[src/rtl/uart_tx_hold_pkg.sv]
`timescale 1ns/1ps
package uart_tx_hold_pkg;
  parameter int unsigned BYTE_W  = 8;
  localparam int unsigned FRAME_W = BYTE_W + 3;
  localparam int unsigned CNT_W   = $clog2(FRAME_W);

  // parity bit that completes the requested count of ones
  function automatic logic parity_of(input logic [BYTE_W-1:0] d, input logic odd);
    return (^d) ^ odd;
  endfunction

  // line image, bit 0 leaves first; unused parity slot doubles as stop
  function automatic logic [FRAME_W-1:0] frame_of(input logic [BYTE_W-1:0] d,
                                                  input logic pen, input logic odd);
    return {1'b1, (pen ? parity_of(d, odd) : 1'b1), d, 1'b0};
  endfunction

  // index of the stop bit within the frame image
  function automatic logic [CNT_W-1:0] stop_index(input logic pen);
    return pen ? CNT_W'(BYTE_W + 2) : CNT_W'(BYTE_W + 1);
  endfunction
endpackage

[src/rtl/uart_tx_hold_buf.sv]
`timescale 1ns/1ps
module uart_tx_hold_buf
  import uart_tx_hold_pkg::*;
(
  input  logic              clk,
  input  logic              rst_n,
  input  logic              tx_en,
  input  logic              wr_stb,
  input  logic [BYTE_W-1:0] wr_data,
  input  logic              load_evt,
  output logic              hold_full,
  output logic [BYTE_W-1:0] hold_byte
);
  // a write in the load cycle keeps the new byte; the shifter takes the old one
  always_ff @(posedge clk or negedge rst_n) begin
    if (!rst_n) begin
      hold_full <= 1'b0;
      hold_byte <= '0;
    end else if (!tx_en) begin
      hold_full <= 1'b0;
    end else if (wr_stb) begin
      hold_full <= 1'b1;
      hold_byte <= wr_data;
    end else if (load_evt) begin
      hold_full <= 1'b0;
    end
  end
endmodule

[src/rtl/uart_tx_hold_shift.sv]
`timescale 1ns/1ps
module uart_tx_hold_shift
  import uart_tx_hold_pkg::*;
(
  input  logic              clk,
  input  logic              rst_n,
  input  logic              tx_en,
  input  logic              bit_tick,
  input  logic              hold_full,
  input  logic [BYTE_W-1:0] hold_byte,
  input  logic              par_en,
  input  logic              par_odd,
  output logic              load_evt,
  output logic              shift_busy,
  output logic              txd
);
  logic [FRAME_W-1:0] sreg;
  logic [CNT_W-1:0]   idx;
  logic [CNT_W-1:0]   last_idx;
  logic               busy_q;
  logic               at_stop;

  assign at_stop  = busy_q && (idx == last_idx);
  // load only on a tick: from idle, or straight after a stop bit
  assign load_evt = tx_en && bit_tick && hold_full && (!busy_q || at_stop);

  always_ff @(posedge clk or negedge rst_n) begin
    if (!rst_n) begin
      busy_q   <= 1'b0;
      sreg     <= '1;
      idx      <= '0;
      last_idx <= '0;
    end else if (!tx_en) begin
      busy_q <= 1'b0;
      sreg   <= '1;
      idx    <= '0;
    end else if (load_evt) begin
      busy_q   <= 1'b1;
      sreg     <= frame_of(hold_byte, par_en, par_odd);
      idx      <= '0;
      last_idx <= stop_index(par_en);
    end else if (bit_tick && busy_q) begin
      if (at_stop) begin
        busy_q <= 1'b0;
        sreg   <= '1;
        idx    <= '0;
      end else begin
        sreg <= {1'b1, sreg[FRAME_W-1:1]};
        idx  <= idx + 1'b1;
      end
    end
  end

  assign shift_busy = busy_q;
  assign txd        = busy_q ? sreg[0] : 1'b1;
endmodule

[src/rtl/uart_tx_hold_flags.sv]
`timescale 1ns/1ps
module uart_tx_hold_flags (
  input  logic clk,
  input  logic rst_n,
  input  logic shift_busy,
  input  logic hold_full,
  input  logic end_clr,
  input  logic irq_empty_en,
  input  logic irq_end_en,
  output logic busy_fall,
  output logic buf_empty,
  output logic tx_end,
  output logic irq_empty,
  output logic irq_end
);
  logic busy_prev;

  assign busy_fall = busy_prev && !shift_busy;

  always_ff @(posedge clk or negedge rst_n) begin
    if (!rst_n) begin
      busy_prev <= 1'b0;
      tx_end    <= 1'b0;
    end else begin
      busy_prev <= shift_busy;
      if (busy_fall)    tx_end <= 1'b1;
      else if (end_clr) tx_end <= 1'b0;
    end
  end

  assign buf_empty = !hold_full;
  assign irq_empty = buf_empty && irq_empty_en;
  assign irq_end   = tx_end && irq_end_en;
endmodule

[src/rtl/uart_tx_hold.sv]
`timescale 1ns/1ps
module uart_tx_hold
  import uart_tx_hold_pkg::*;
(
  input  logic              clk,
  input  logic              rst_n,
  input  logic              bit_tick,
  input  logic              tx_en,
  input  logic              wr_stb,
  input  logic [BYTE_W-1:0] wr_data,
  input  logic              par_en,
  input  logic              par_odd,
  input  logic              end_clr,
  input  logic              irq_empty_en,
  input  logic              irq_end_en,
  output logic              txd,
  output logic              buf_empty,
  output logic              shift_busy,
  output logic              tx_end,
  output logic              irq_empty,
  output logic              irq_end
);
  logic              load_evt;
  logic              busy_fall;
  logic              hold_full;
  logic [BYTE_W-1:0] hold_byte;

  uart_tx_hold_buf buf_i (
    .clk(clk), .rst_n(rst_n), .tx_en(tx_en), .wr_stb(wr_stb), .wr_data(wr_data),
    .load_evt(load_evt), .hold_full(hold_full), .hold_byte(hold_byte)
  );

  uart_tx_hold_shift shift_i (
    .clk(clk), .rst_n(rst_n), .tx_en(tx_en), .bit_tick(bit_tick),
    .hold_full(hold_full), .hold_byte(hold_byte), .par_en(par_en), .par_odd(par_odd),
    .load_evt(load_evt), .shift_busy(shift_busy), .txd(txd)
  );

  uart_tx_hold_flags flags_i (
    .clk(clk), .rst_n(rst_n), .shift_busy(shift_busy), .hold_full(hold_full),
    .end_clr(end_clr), .irq_empty_en(irq_empty_en), .irq_end_en(irq_end_en),
    .busy_fall(busy_fall), .buf_empty(buf_empty), .tx_end(tx_end),
    .irq_empty(irq_empty), .irq_end(irq_end)
  );
endmodule

[config.mk]
export PLATFORM = sky130hd
export DESIGN_NAME = uart_tx_hold
export DESIGN_NICKNAME = d
export VERILOG_FILES = /design/src/rtl/uart_tx_hold_pkg.sv /design/src/rtl/uart_tx_hold_buf.sv /design/src/rtl/uart_tx_hold_shift.sv /design/src/rtl/uart_tx_hold_flags.sv /design/src/rtl/uart_tx_hold.sv
export SDC_FILE = /design/constraint.sdc
export NUM_CORES = 1
export LEC_CHECK = 0
export ABC_CLOCK_PERIOD_IN_PS = 2130
export BUFFER_PORTS_ARGS = -buffer_cell sky130_fd_sc_hd__buf_4
export CAP_MARGIN = 20
export CORE_ASPECT_RATIO = 1.1
export CORE_MARGIN = 2
export CORE_UTILIZATION = 55
export CTS_BUF_LIST = sky130_fd_sc_hd__clkbuf_16
export CTS_CLUSTER_DIAMETER = 60
export DETAILED_ROUTE_END_ITERATION = 7
export MAX_ROUTING_LAYER = met4
export PLACE_DENSITY = 0.81
export SETUP_SLACK_MARGIN = 0.05
export SYNTH_ARGS = -nofsm -noshare
export SYNTH_HDL_FRONTEND = slang
export SYNTH_SLANG_ARGS = --single-unit
[constraint.sdc]
create_clock -name clk -period 2.13 [get_ports clk]
set_clock_uncertainty 0.05 [all_clocks]
set_input_delay 0.3195 -clock clk [delete_from_list [all_inputs] [get_ports clk]]
set_output_delay 0.3195 -clock clk [all_outputs]
set_load 0.01 [all_outputs]
**After elaboration in Yosys (flattened, before gate mapping)**

Cells that the tools add are included.

- $add $sub $neg: 1
- Equality and inequality tests: 4
- Muxes and demuxes: 20
- Bitwise gates (word level): 1
- Reduce and logical (&&, ||, !) cells: 16

Operators with widths:

| kind | count |
|---|---|
| 2-to-1 mux 11 bit | 3 |
| 2-to-1 mux 4 bit | 4 |
| 2-to-1 mux 1 bit | 11 |
| 2-to-1 mux 10 bit | 1 |
| inequality test 3 x 1 -> 1 bit, second input constant | 3 |
| logical AND 1 bit | 8 |
| XOR reduction 8 bit | 1 |
| AND reduction 2 bit | 3 |
| adder 4 x 1 -> 4 bit, second input constant | 1 |
| == test 4 bit | 1 |
| zero test 1 bit | 2 |
| 2-to-1 mux 2 bit | 1 |
| nonzero test 2 bit | 1 |
| logical OR 1 bit | 1 |
| XOR 1 bit | 1 |

- Register bits: 31
- Output and inout port bits: 6
- Logic and storage cells: 50

**Depth between registers and ports, before layout**

- Word-level depth: 7
- Mapped depth: 5

**Cells and area by module**

Synthesis repeated with hierarchy kept, for this count alone.

- Cell total of the unflattened synthesis: 132
- Area total of the unflattened synthesis: 1510.2 µm²

By module, submodules not included:

| module | times used | cells an instance | area an instance (µm²) |
|---|---|---|---|
| uart_tx_hold_shift | 1 | 104 | 1083.5 |
| uart_tx_hold_buf | 1 | 20 | 335.3 |
| uart_tx_hold_flags | 1 | 8 | 91.3 |

**Worst setup path after synthesis**

Ideal clock, no wire load.

- Path kind: register -> register
- Start: reg shift_i.idx[1]
- End: reg shift_i.last_idx[1]
- Arrival: 1686 ps
- Required time: 1955 ps
- Path slack: 269 ps
- Stages on the path, launching flop included: 6
- Cells stage by stage: dfrtp_1 > xor2_1 > o41ai_4 > and3_1 > buf_6 > mux2_4

- Word-level cells in the longest chain between the ends: 5

Ends and longest elaborated chain:

| item | RTL line | source |
|---|---|---|
| start: declaration | uart_tx_hold_shift.sv:18 | `logic [CNT_W-1:0] idx;` |
| start signal: assignment | uart_tx_hold_shift.sv:49 | `idx <= idx + 1'b1;` |
| == test 4 bit | uart_tx_hold_shift.sv:23 | `assign at_stop = busy_q && (idx == last_idx);` |
| logical AND 1 bit | uart_tx_hold_shift.sv:23 |  |
| logical OR 1 bit | uart_tx_hold_shift.sv:25 | `assign load_evt = tx_en && bit_tick && hold_full && (!busy_q \|\| at_stop);` |
| logical AND 1 bit | uart_tx_hold_shift.sv:25 |  |
| AND reduction 2 bit (no source line) | -- |  |
| end signal: assignment | uart_tx_hold_shift.sv:41 | `last_idx <= stop_index(par_en);` |
| end: declaration | uart_tx_hold_shift.sv:19 | `logic [CNT_W-1:0] last_idx;` |

No other way between the ends.
A chain may end at the register's enable or synchronous reset.

**Worst setup path in the final report**

Same ends and word-level chain as after synthesis.

==> reports/results.ini <==
[clock_network]
clk_latency_ns = 0.27
cts.sinks = 29
clk_pin_slew_worst_paths_ns = 0.05
h-tree-depth = 2
ctsLongestPathBuffers = 2
cts_root_buf = clkbuf_16
post-cts-setup-buffer-count = 0
tritoncts = yes
cts_buffers = 5

[synth]
synth_area_per_cell_um2 = 11.42
ys_seq_area_share_pct = 50.51
yosysMostFrequentCell = dfrtp_1
synthArstFlopShare_pct = 100.0
yosys-top-cells-area = dfrtp_1 (33%), dfstp_2 (18%), mux2i_1 (6.2%), mux2_2 (6.2%), nand2b_1 (3.9%)
synth_enable_flop_cells = 0
synth_nets = 147
ys_top_cells_by_count = dfrtp_1 (19), a21oi_1 (10), dfstp_2 (10), nor2_1 (10)
ys_ff_latch = 29
yosysWarnings = 0
synth_cell_types = 35
syn_area_um2 = 1461
synth_area_leader_cell = dfrtp_1
syn_inst = 128
yosysTopAreaCellShare_pct = 32.53
synthFlopType = dfrtp_1

[sta]
tightest_slew_ns = 0.4020
finalCritPeriodShare_pct = 84.90
slew_headroom_pct = 73.14
whs_ns = 0.1867
finalHoldViolCount = 0
max_freq_mhz = 553.0
slew_violations = 0
finalSetupTns_ns = 0
setup_viol = 0
rsz0062_at_grt = false
period_minus_slack_ns = 1.808

[floorplan]
rows = 19
core-area_um2 = 2520
fp.dieArea_um2 = 3086
chipWidth_um = 53.15
start_util_pct = 57.99
die_y_um = 58.07
ioPinCount = 24

[global_routing]
gr-usage-all-layers_pct = 24.46
antenna_found_initial = 0
grt_max_degree = 30
grt_pass1_vias = 1082
grt_pass1_wl_um = 5071
overflow = 0

[cells_and_area]
nets = 175
fillers = 180
post-route-util_pct = 71.65
drive_above_1_share_pct = 34.39
syn2layout_area_growth_pct = 23.54
n_antenna_cell = 0
multi_input_area_um2 = 666.9
stdcell_count = 188
seq_area_um2 = 738.2

[worst_setup_path]
rr_worst_depth = 4
r2r_slack_ns = 0.32
crit_type = reg2reg
cp.arrival_ns = 1.91
timing.rr.end = shift_i.last_idx[1]
path_max_fanout = 5
crit_path_end_kind = register
endpoint = shift_i.last_idx[1]
worstReg2RegStart = shift_i.idx[1]
critPathRequiredTime_ns = 2.23
crit_start = shift_i.idx[1]
cp-start-kind = register

[placement]
hpwl_um = 2062
dp_cells = 179
io_buffers = 23
place.gp.congestion = 0.9244

[routing]
drc_errors = 0
drtIter0Drc = 30
routed_via_density = 5.436
drt-total-wl_um = 2968
wire_per_inst_um = 15.79
ant_nets = 0
vias = 1022
first_pass_iters = 4

[power_and_ir_drop]
power_density_nw_per_um2 = 873.5
p_sw_share_pct = 24.57
ir_worst_vdd_mv = 0.6820
total_power_w = 0.001577
combPwrFrac_pct = 17.5
p_seq_share_pct = 42.0
internal_power_w = 0.001190
p_clk_share_pct = 40.5
p_switching_w = 0.0003876
leakagePower_nw = 0.8294

[min_path]
hp-class = in2reg

[run]
maxCapViolations = 0

[run_status]
status = finished, final reports clean

## stage by stage
stage,area [um2],setup slack (ns)
6_report,1805,0.3216
3_5_place_dp,1658,0.3577
4_1_cts,1805,0.3475
2_1_floorplan,1461,0.2690
3_3_place_gp,1658,0.4118
5_1_grt,1805,0.2310
## layout by cell type, fill, tap and decap left out, types with 7 or more instances in the layout
cell type and count:
nand2b_1 9, inv_1 7, buf_4 26, dfrtp_1 19, mux2_2 8, nor2_1 10
a21oi_1 10, mux2i_1 9, dfstp_2 10
## cell type report
cell class                 count  share of cell area (%)
timing repair buffer          27                   11.37
inverter                       5                   1.040
sequential                    29                   40.89
tap                           31                   2.148
clock buffer                   5                   6.930
multi-input combinational     88                   36.94
clock inverter                 3                  0.6930
## logic make-up (layout without fill, tap and decap cells)
group	after synthesis	in the layout	synth area share, %
adder cells (fa/ha/maj)	1	1	0.8560
buffers and inverters	11	40	3.852
XOR/XNOR	10	10	6.934
flip-flops	29	29	50.51
AO/OA/AOI/OAI	25	25	12.50
multiplexers	18	18	13.36
AND/OR/NAND/NOR	34	34	11.99
## worst min path at each step
stage / startpoint / end / slack, ns / cells past startpoint
3_3_place_gp: rst_n / flags_i.tx_end / 0.20 / 1
6_report: end_clr / flags_i.tx_end / 0.19 / 2
5_1_grt: end_clr / flags_i.tx_end / 0.19 / 2
3_5_place_dp: rst_n / flags_i.tx_end / 0.21 / 1
4_1_cts: par_en / shift_i.sreg[9] / 0.18 / 2
2_1_floorplan: rst_n / buf_i.hold_byte[0] / -0.03 / 0
## layer usage
metal	routed length, um	part of all wire (%)	global-route usage, %
met1	1245	42	28.18
met2	1470	50	37.32
met3	154	5.2	8.247
met4	98	3.3	13.19
met5	0	0	-
## worst max-delay path, stage by stage (launching register included)
cell and delay, ns:
dfrtp_1 0.41, xor2_1 0.21, o41ai_4 0.35, and3_1 0.34
mux2_4 0.33
## state kept, by name, summed over array words and instances, names as in the netlist
| register | flops |
|---|---|
| flags_i.tx_end | 1 |
| shift_i.sreg | 10 |
| shift_i.shift_busy | 1 |
| shift_i.idx | 4 |
| flags_i.busy_prev | 1 |
| shift_i.last_idx | 3 |
| buf_i.hold_full | 1 |
| buf_i.hold_byte | 8 |
## power by group through the flow
stage	sequential [W]	combinational [W]	clock (W)
after floorplan	0.000657	0.000198	0
after global placement	0.000665	0.000268	0
after detailed placement	0.000670	0.000276	0
after CTS	0.000662	0.000280	0.000662
after global routing	0.000669	0.000306	0.000685
final	0.000662	0.000276	0.000639
## what timing repair did
| action | in CTS | in global routing |
|---|---|---|
| gates resized for setup | 0 | 0 |
| hold buffers | 1 | 0 |
| hold endpoints to repair | 19 | 0 |
(Power assumes the default switching activity.)
